==> config.mk <==
export PLATFORM = sky130hd
export DESIGN_NAME = rom_patch_unit
export DESIGN_NICKNAME = d
export VERILOG_FILES = /design/src/rtl/rom_patch_pkg.sv /design/src/rtl/rom_patch_regs.sv /design/src/rtl/rom_patch_match.sv /design/src/rtl/rom_patch_map.sv /design/src/rtl/rom_patch_unit.sv
export SDC_FILE = /design/constraint.sdc
export NUM_CORES = 1
export LEC_CHECK = 0
export CORE_MARGIN = 10
export CORE_UTILIZATION = 45
export CTS_BUF_LIST = sky130_fd_sc_hd__clkbuf_4
export CTS_CLUSTER_SIZE = 14
export DETAILED_ROUTE_END_ITERATION = 16
export GPL_ROUTABILITY_DRIVEN = 0
export PLACE_DENSITY = 0.74
export SYNTH_ARGS = -nofsm -noshare
export SYNTH_HDL_FRONTEND = slang
export SYNTH_SLANG_ARGS = --single-unit
export TNS_END_PERCENT = 20
==> constraint.sdc <==
create_clock -name clk -period 3.2 [get_ports clk]
set_input_delay 0.32 -clock clk [delete_from_list [all_inputs] [get_ports clk]]
set_output_delay 0.32 -clock clk [all_outputs]
set_load 0.05 [all_outputs]
==> src/rtl/rom_patch_pkg.sv <==
package rom_patch_pkg;

    localparam int WADDR_W = 23;
    localparam int WORD_W  = 16;
    localparam int FIELD_REGS = 4;

    typedef struct packed {
        logic               live;
        logic [WADDR_W-1:0] addr;
        logic [WORD_W-1:0]  repl;
    } slot_t;

    typedef enum logic [1:0] {
        MAP_NONE = 2'd0,
        MAP_OWN  = 2'd1,
        MAP_BOOT = 2'd2
    } map_sel_e;

    typedef enum logic [1:0] {
        FLD_REPL = 2'd0,
        FLD_LO   = 2'd1,
        FLD_MID  = 2'd2,
        FLD_HI   = 2'd3
    } field_e;

    function automatic logic [WADDR_W-1:0] merge_field(
        input logic [WADDR_W-1:0] cur,
        input field_e             fld,
        input logic [7:0]         val
    );
        logic [WADDR_W-1:0] r;
        r = cur;
        case (fld)
            FLD_LO:  r[7:0]   = val;
            FLD_MID: r[15:8]  = val;
            FLD_HI:  r[22:16] = val[6:0];
            default: r = cur;
        endcase
        return r;
    endfunction

endpackage

==> src/rtl/rom_patch_regs.sv <==
module rom_patch_regs
    import rom_patch_pkg::*;
#(
    parameter int                 SLOTS    = 4,
    parameter logic [WADDR_W-1:0] REG_BASE = 23'h080000,
    parameter logic [WORD_W-1:0]  ARM_KEY  = 16'hFFFF
) (
    input  logic               clk,
    input  logic               rst,
    input  logic [WADDR_W-1:0] cpu_addr,
    input  logic               cpu_wr,
    input  logic [WORD_W-1:0]  cpu_wdata,
    output slot_t [SLOTS-1:0]  slots,
    output logic               armed
);

    localparam int IDX_W = (SLOTS > 1) ? $clog2(SLOTS) : 1;
    localparam logic [WADDR_W-1:0] ARM_ADDR = REG_BASE + WADDR_W'(SLOTS * FIELD_REGS);

    logic [WADDR_W-1:0] off;
    logic               in_slots;
    logic [IDX_W-1:0]   idx;
    field_e             fld;
    logic               slot_we;

    assign off      = cpu_addr - REG_BASE;
    assign in_slots = (cpu_addr >= REG_BASE) && (cpu_addr < ARM_ADDR);
    assign idx      = off[2 +: IDX_W];
    assign fld      = field_e'(off[1:0]);
    assign slot_we  = cpu_wr && !armed && in_slots;

    for (genvar i = 0; i < SLOTS; i++) begin : g_slot
        always_ff @(posedge clk) begin
            if (rst) begin
                slots[i] <= '0;
            end else if (slot_we && idx == IDX_W'(i)) begin
                slots[i].live <= 1'b1;
                if (fld == FLD_REPL)
                    slots[i].repl <= cpu_wdata;
                else
                    slots[i].addr <= merge_field(slots[i].addr, fld, cpu_wdata[7:0]);
            end
        end
    end

    always_ff @(posedge clk) begin
        if (rst)
            armed <= 1'b0;
        else if (cpu_wr && cpu_addr == ARM_ADDR && cpu_wdata == ARM_KEY)
            armed <= 1'b1;
    end

endmodule

==> src/rtl/rom_patch_match.sv <==
module rom_patch_match
    import rom_patch_pkg::*;
#(
    parameter int SLOTS = 4
) (
    input  slot_t [SLOTS-1:0]  slots,
    input  logic [WADDR_W-1:0] cpu_addr,
    input  logic               enable,
    output logic               hit,
    output logic [WORD_W-1:0]  repl
);

    logic [SLOTS-1:0] slot_hit;

    for (genvar i = 0; i < SLOTS; i++) begin : g_cmp
        assign slot_hit[i] = enable && slots[i].live && (slots[i].addr == cpu_addr);
    end

    // Scan from the top down so the lowest-numbered match is the one kept.
    always_comb begin
        repl = '0;
        for (int i = SLOTS - 1; i >= 0; i--) begin
            if (slot_hit[i])
                repl = slots[i].repl;
        end
    end

    assign hit = |slot_hit;

endmodule

==> src/rtl/rom_patch_map.sv <==
module rom_patch_map
    import rom_patch_pkg::*;
#(
    parameter int                 OWN_AW    = 16,
    parameter int                 BOOT_AW   = 16,
    parameter logic [WADDR_W-1:0] BOOT_BASE = 23'h200000
) (
    input  logic               armed,
    input  logic [WADDR_W-1:0] cpu_addr,
    input  logic               cpu_rd,
    output logic               own_cs,
    output logic [OWN_AW-1:0]  own_addr,
    input  logic [WORD_W-1:0]  own_data,
    output logic               boot_cs,
    output logic [BOOT_AW-1:0] boot_addr,
    input  logic [WORD_W-1:0]  boot_data,
    output logic [WORD_W-1:0]  rom_rdata
);

    localparam int OWN_HI_W  = WADDR_W - OWN_AW;
    localparam int BOOT_HI_W = WADDR_W - BOOT_AW;

    logic     at_low_own;
    logic     at_low_boot;
    logic     at_high_boot;
    map_sel_e sel;

    assign at_low_own   = cpu_addr[WADDR_W-1:OWN_AW] == OWN_HI_W'(0);
    assign at_low_boot  = cpu_addr[WADDR_W-1:BOOT_AW] == BOOT_HI_W'(0);
    assign at_high_boot = cpu_addr[WADDR_W-1:BOOT_AW] == BOOT_BASE[WADDR_W-1:BOOT_AW];

    always_comb begin
        sel = MAP_NONE;
        if (cpu_rd) begin
            if (armed) begin
                if (at_low_boot) sel = MAP_BOOT;
            end else begin
                if (at_low_own)        sel = MAP_OWN;
                else if (at_high_boot) sel = MAP_BOOT;
            end
        end
    end

    assign own_cs    = (sel == MAP_OWN);
    assign boot_cs   = (sel == MAP_BOOT);
    assign own_addr  = cpu_addr[OWN_AW-1:0];
    assign boot_addr = cpu_addr[BOOT_AW-1:0];

    always_comb begin
        case (sel)
            MAP_OWN:  rom_rdata = own_data;
            MAP_BOOT: rom_rdata = boot_data;
            default:  rom_rdata = '0;
        endcase
    end

endmodule

==> src/rtl/rom_patch_unit.sv <==
module rom_patch_unit
    import rom_patch_pkg::*;
#(
    parameter int                 SLOTS     = 4,
    parameter int                 OWN_AW    = 16,
    parameter int                 BOOT_AW   = 16,
    parameter logic [WADDR_W-1:0] REG_BASE  = 23'h080000,
    parameter logic [WADDR_W-1:0] BOOT_BASE = 23'h200000,
    parameter logic [WORD_W-1:0]  ARM_KEY   = 16'hFFFF
) (
    input  logic               clk,
    input  logic               rst,
    input  logic [22:0]        cpu_addr,
    input  logic               cpu_rd,
    input  logic               cpu_wr,
    input  logic [15:0]        cpu_wdata,
    output logic [15:0]        cpu_rdata,
    output logic               own_cs,
    output logic [OWN_AW-1:0]  own_addr,
    input  logic [15:0]        own_data,
    output logic               boot_cs,
    output logic [BOOT_AW-1:0] boot_addr,
    input  logic [15:0]        boot_data
);

    slot_t [SLOTS-1:0] slot_q;
    logic              armed_q;
    logic              hit;
    logic [WORD_W-1:0] repl;
    logic [WORD_W-1:0] rom_rdata;

    rom_patch_regs #(
        .SLOTS(SLOTS), .REG_BASE(REG_BASE), .ARM_KEY(ARM_KEY)
    ) u_regs (
        .clk(clk), .rst(rst), .cpu_addr(cpu_addr), .cpu_wr(cpu_wr),
        .cpu_wdata(cpu_wdata), .slots(slot_q), .armed(armed_q)
    );

    rom_patch_match #(.SLOTS(SLOTS)) u_match (
        .slots(slot_q), .cpu_addr(cpu_addr), .enable(armed_q && cpu_rd),
        .hit(hit), .repl(repl)
    );

    rom_patch_map #(
        .OWN_AW(OWN_AW), .BOOT_AW(BOOT_AW), .BOOT_BASE(BOOT_BASE)
    ) u_map (
        .armed(armed_q), .cpu_addr(cpu_addr), .cpu_rd(cpu_rd),
        .own_cs(own_cs), .own_addr(own_addr), .own_data(own_data),
        .boot_cs(boot_cs), .boot_addr(boot_addr), .boot_data(boot_data),
        .rom_rdata(rom_rdata)
    );

    always_comb begin
        if (!cpu_rd)  cpu_rdata = '0;
        else if (hit) cpu_rdata = repl;
        else          cpu_rdata = rom_rdata;
    end

endmodule

# ---- Word level (Yosys, flattened, before mapping)
# Cells that the tools add are included.
dict set report op_classes {
  add_sub_neg 1
  n_lt_le_gt_ge 2
  n_eq_ne 15
  muxes 12
  bitwise 1
  n_reduce_logical 39
}
# operator n
set op_table {}
lappend op_table {{$mux 16} 6}
lappend op_table {{$eq 23x23->1} 4}
lappend op_table {{$reduce_and 3->1} 12}
lappend op_table {{$pmux 16 s2} 1}
lappend op_table {{$eq 23x20->1 const B} 1}
lappend op_table {{$ge 23x20->1 const B} 1}
lappend op_table {{$lt 23x20->1 const B} 1}
lappend op_table {{$logic_and 1x1->1} 18}
lappend op_table {{$eq 16x16->1 const B} 1}
lappend op_table {{$eq 2x2->1 const B} 5}
lappend op_table {{$mux 2} 5}
lappend op_table {{$reduce_and 2->1} 4}
lappend op_table {{$eq 7x6->1 const B} 1}
lappend op_table {{$logic_not 7->1} 1}
lappend op_table {{$eq 2x1->1 const B} 3}
lappend op_table {{$logic_not 2->1} 2}
lappend op_table {{$reduce_or 4->1} 1}
lappend op_table {{$sub 4x1->4 const B} 1}
lappend op_table {{$logic_not 1->1} 1}
lappend op_table {{$not 1->1} 1}
dict set report word_totals {
  register_bits 161
  input_bits 75
  out_inout_bits 50
  wordCells 91
}

# ---- Longest topological paths before layout
dict set report logic_depth {
  word_depth 9
  mapped_depth 12
  depth_no_buf 10
}

# ---- By module
# From an unflattened synthesis, not the netlist that was laid out.
dict set report unflattened {
  hier_cells 924
  area_unflattened_um2 8988.6
}
# module n_inst cells_each area_each_um2 seq_area_each_um2
set by_module_without_submodules {}
lappend by_module_without_submodules {rom_patch_regs 1 601 6593.8 3223.1}
lappend by_module_without_submodules {rom_patch_match 1 223 1569.0 0.0}
lappend by_module_without_submodules {rom_patch_map 1 64 524.3 0.0}
lappend by_module_without_submodules {rom_patch_unit 1 36 301.5 0.0}

# ---- Least setup slack after synthesis
# OpenSTA, ideal clock, no wires.
dict set report synth_timing {
  path_type {in2out}
  start {in cpu_addr[17]}
  end {out cpu_rdata[3]}
  arrival_time_ns 4.061
  t_required_ns 2.880
  slack_ns -1.181
  stages 12
  n_path_buf 3
  cell_sequence {buf_2 > or4_4 > or2_2 > or4b_2 > inv_1 > ha_1 > clkbuf_1 > clkbuf_1 > a22oi_1 > nor2_1 > o21ai_0 > a21oi_1}
}
dict set report synth_via {
  elab_chain_len 9
  elab_cells_between_ends 25
  classes_between {eq/ne: 7; mux: 12; reduce/logical: 6}
}
# element line_no
set synth_rtl {}
lappend synth_rtl {{start, declared} rom_patch_unit.sv:13} ;# input logic [22:0] cpu_addr,
lappend synth_rtl {{$eq 7x6->1} rom_patch_map.sv:30} ;# assign at_high_boot = cpu_addr[WADDR_W-1:BOOT_AW] == BOOT_BASE[WADDR_W-1:BOOT_AW];
lappend synth_rtl {{$mux 2} rom_patch_map.sv:39} ;# else if (at_high_boot) sel = MAP_BOOT;
lappend synth_rtl {{$mux 2} rom_patch_map.sv:38} ;# if (at_low_own) sel = MAP_OWN;
lappend synth_rtl {{$mux 2 *} rom_patch_map.sv:35} ;# if (armed) begin
lappend synth_rtl {{$mux 2 *} rom_patch_map.sv:34} ;# if (cpu_rd) begin
lappend synth_rtl {{$eq 2x2->1 *} n/a}
lappend synth_rtl {{via boot_cs} rom_patch_unit.sv:21} ;# output logic boot_cs,
lappend synth_rtl {{$pmux 16 s2 *} rom_patch_map.sv:50} ;# case (sel)
lappend synth_rtl {{$mux 16 *} rom_patch_unit.sv:55} ;# else if (hit) cpu_rdata = repl;
lappend synth_rtl {{$mux 16 *} rom_patch_unit.sv:54} ;# if (!cpu_rd) cpu_rdata = '0;
lappend synth_rtl {{end, declared} rom_patch_unit.sv:17} ;# output logic [15:0] cpu_rdata,
# Mark *: on every way through the listed nets, which the timed path passes. The rest lies on a longest branch.

# ---- Final worst setup path
dict set report layout_timing {
  start {in cpu_addr[8]}
  end {out cpu_rdata[10]}
}
dict set report layout_via {
  elab_chain_len 8
  elab_cells_between_ends 15
  classes_between {eq/ne: 4; mux: 6; reduce/logical: 5}
}
# element line_no
set layout_rtl {}
lappend layout_rtl {{$eq 23x23->1} rom_patch_match.sv:16} ;# assign slot_hit[i] = enable && slots[i].live && (slots[i].addr == cpu_addr);
lappend layout_rtl {{$logic_and 1x1->1} rom_patch_match.sv:16}
lappend layout_rtl {{$mux 16 (4 in a row)} rom_patch_match.sv:23} ;# if (slot_hit[i])
lappend layout_rtl {{$mux 16 *} rom_patch_unit.sv:55}
lappend layout_rtl {{$mux 16 *} rom_patch_unit.sv:54}
# Every way passes the cells marked *; elsewhere a longest branch is shown, timed or not.

==> flow_summary.yaml <==
sta:
  slew_violations: 0
  relSlewSlack: 0.440
  layout_min_cycle_time_ns: 3.31
  fmax_ghz: 0.302
  setup_viol: 16
  setup_ws_ns: -0.109
  rsz0062_at_grt: "true"
  whs_ns: 0.276
  tightest_slew_ns: 0.839
  skew_ns: 0.0135
  period_share: 1.03
  hold_viol_final: 0
power_and_ir_drop:
  ir_drop_v: 0.000234
  p_leak_uw: 0.00399
  p_per_area_mw_per_mm2: 332
grt:
  grt_max_degree: 72
  grt_pass1_vias: 8260
  track_usage: 0.239
  grtUsageMet1: 0.306
  use_met3: 0.0513
  met2_usage: 0.387
  grt_first_pass_wirelength_um: 45900
  antenna_found_initial: 1
  grt-ovfl-total: 0
  busiest_layer: "met2"
route:
  drc_errors: 0
  avgRoutedWirePerCell_um: 20.1
  drtAntennaViolNets: 0
  vias: 8614
  vias_per_cell: 5.72
  drt_iter0_markers: 1037
  firstDrtPassIters: 8
  routed_wl_um: 30200
setup_path:
  r2r_cells: 6
  arrival_ns: 2.99
  worstReg2RegStart: "u_regs.armed$_SDFFE_PP0P_"
  crit_type: "input port to output pin"
  critPathCaptureType: "output pin"
  worstPathMaxFanout: 7
  cp-start-kind: "input port"
  reg2reg_to: "u_regs.slots[110]$_SDFFE_PP0P_"
  r2r_slack_ns: 1.28
  critPathRequiredTime_ns: 2.88
clock_tree:
  hold_buffers: 0
  clkSlewWorstSetupHoldPaths_ns: 0.16
  clkLatencyLatePin_ns: 0.61
  cts_sinks: 161
  root_buffer: "clkbuf_4"
  clock_path_buffers: 2
  htree_levels: 4
  cts_tree: "built"
  cts_buffers: 17
finish:
  final_common_cell: "nand2_1"
  area_delta_synth_final_pct: 35.1
  drive_above_1_share: 0.210
  nNetsFinal: 1341
  layout_common_cells: "nand2_1 (231), a21oi_1 (161), dfxtp_1 (158)"
min_path:
  hold_path.startpoint: "rst"
  hold_end: "u_regs.slots[52]$_SDFFE_PP0P_"
  min_path_type: "input port to flop"
  hold_depth: 2
status:
  failed_checks: "negative setup slack"
  outcome: "finished, violations left"
synth:
  synth_cells: 1119
  syn-num-nets: 1196
  synth_edf_count: 0
  yosysSeqAreaShare: 0.385
  synth_ff_type: "dfxtp_1"
  async_reset_ff_frac: 0
  synth.distinct_cells: 41
  syn_avg_cell_area_um2: 7.48
  ys_ff_latch: 161
  yosysWarningCount: 0
  syn_area_mm2: 0.00837
flow_run:
  max_cap_viol_count: 0
die:
  coreArea_mm2: 0.0181
  ioPinCount: 125
  fp.dieH_um: 156
  start_util: 0.461
  die_w_um: 156
  num_rows: 49
  die-area_mm2: 0.0245
placement:
  io_buffer_count: 124
  dp_hpwl_um: 20700
  pre_cts_ws_ns: -0.322
state kept, by name, summed over array words and instances (netlist names):
name and cells:
u_regs.armed 1, u_regs.slots 160
per-stage QoR:
stage          cell area, µm²  total power (µW)  std cells  setup TNS, ns   util
2_1_floorplan            8590              2320       1119         -0.324      -
3_3_place_gp            10700              2550       1466          -3.41  0.587
3_5_place_dp            10700              2560       1466          -4.17  0.587
4_1_cts                 11200              3750       1506         -0.894  0.616
5_1_grt                 11300              3870       1507          -2.55  0.623
6_report                11300              3750       1507         -0.919  0.623
layout make-up:
cell class                      count  area [µm²]
Inverter                            7        26.3
Tap cell                          229         287
Timing Repair Buffer              262        2600
Fill cell                        1534        6840
Clock inverter                     15         146
Multi-Input combinational cell    815        4890
Sequential cell                   161        3230
Antenna cell                        1        2.50
Clock buffer                       17         128
power breakdown:
part / switching, µW / internal (µW)
sequential: 0.0000998 / 2000
clock: 816 / 408
combinational: 325 / 200
layer usage:
metal  vias to the layer above  routed length (µm)  share of wire
li1                       4029                   -              -
met1                      4102               12200           0.40
met2                       412               14300           0.47
met3                        71                2790          0.092
met4                         0                 909          0.030
met5                         -                   0              0
logic make-up after synthesis:
kind of cell,after synthesis,synth area share
xor+xnor,93,0.0973
compound gates,327,0.210
simple gates,392,0.221
mux,1,0.00135
buf+inv,143,0.0821
fa+ha+maj,2,0.00299
flops,161,0.385
repair_timing:
item,4_1_cts,5_1_grt
pin swaps,18,7
endpoints found under the setup margin,16,16
gates cloned,2,0
resized for setup,53,23
setup buffers,6,0
worst max path at each step:
stage	startpoint	end	slack (ns)	cells past startpoint
6_report	cpu_addr[8]	cpu_rdata[10]	-0.11	13
5_1_grt	u_regs.slots[105]$_SDFFE_PP0P_	cpu_rdata[2]	-0.19	10
2_1_floorplan	cpu_addr[18]	cpu_rdata[10]	-0.03	12
3_3_place_gp	cpu_addr[17]	cpu_rdata[14]	-0.29	11
3_5_place_dp	cpu_addr[17]	cpu_rdata[14]	-0.32	11
4_1_cts	u_regs.slots[105]$_SDFFE_PP0P_	cpu_rdata[3]	-0.10	10
worst max-delay path: stages:
cell             delay [ns]
clkdlybuf4s50_1        0.50
buf_4                  0.20
xor2_1                 0.22
nor4_2                 0.07
buf_4                  0.14
nand4_1                0.13
nor4_4                 0.05
buf_4                  0.16
or4_4                  0.46
bufbuf_16              0.31
o21ai_2                0.21
a21oi_4                0.06
buf_12                 0.15
synth_stat cells, types with 2 or more instances:
cell type,instances,area (µm²)
nor2_1,36,135
xnor2_1,27,236
nand3b_1,4,30.0
dfxtp_1,161,3220
and2_1,17,106
nand2b_1,18,113
o21a_1,15,113
nand4_1,18,113
nor2_4,3,33.8
clkbuf_1,85,319
nor4_2,2,25.0
o31ai_1,16,120
ha_1,2,25.0
nor4b_1,2,17.5
and3_1,16,100
buf_4,36,270
nand3_1,5,25.0
nor3b_1,2,15.0
xor2_1,66,578
o21ai_0,101,505
a22oi_1,16,120
nor2_2,3,18.8
nand2_1,231,867
or2_2,4,25.0
nor3_1,4,20.0
or4_1,2,15.0
nor4_1,19,119
clkbuf_2,2,10.0
buf_1,3,11.3
inv_1,7,26.3
buf_2,10,50.1
a21oi_1,177,886
Note: power is estimated with default switching activity, not from simulation.
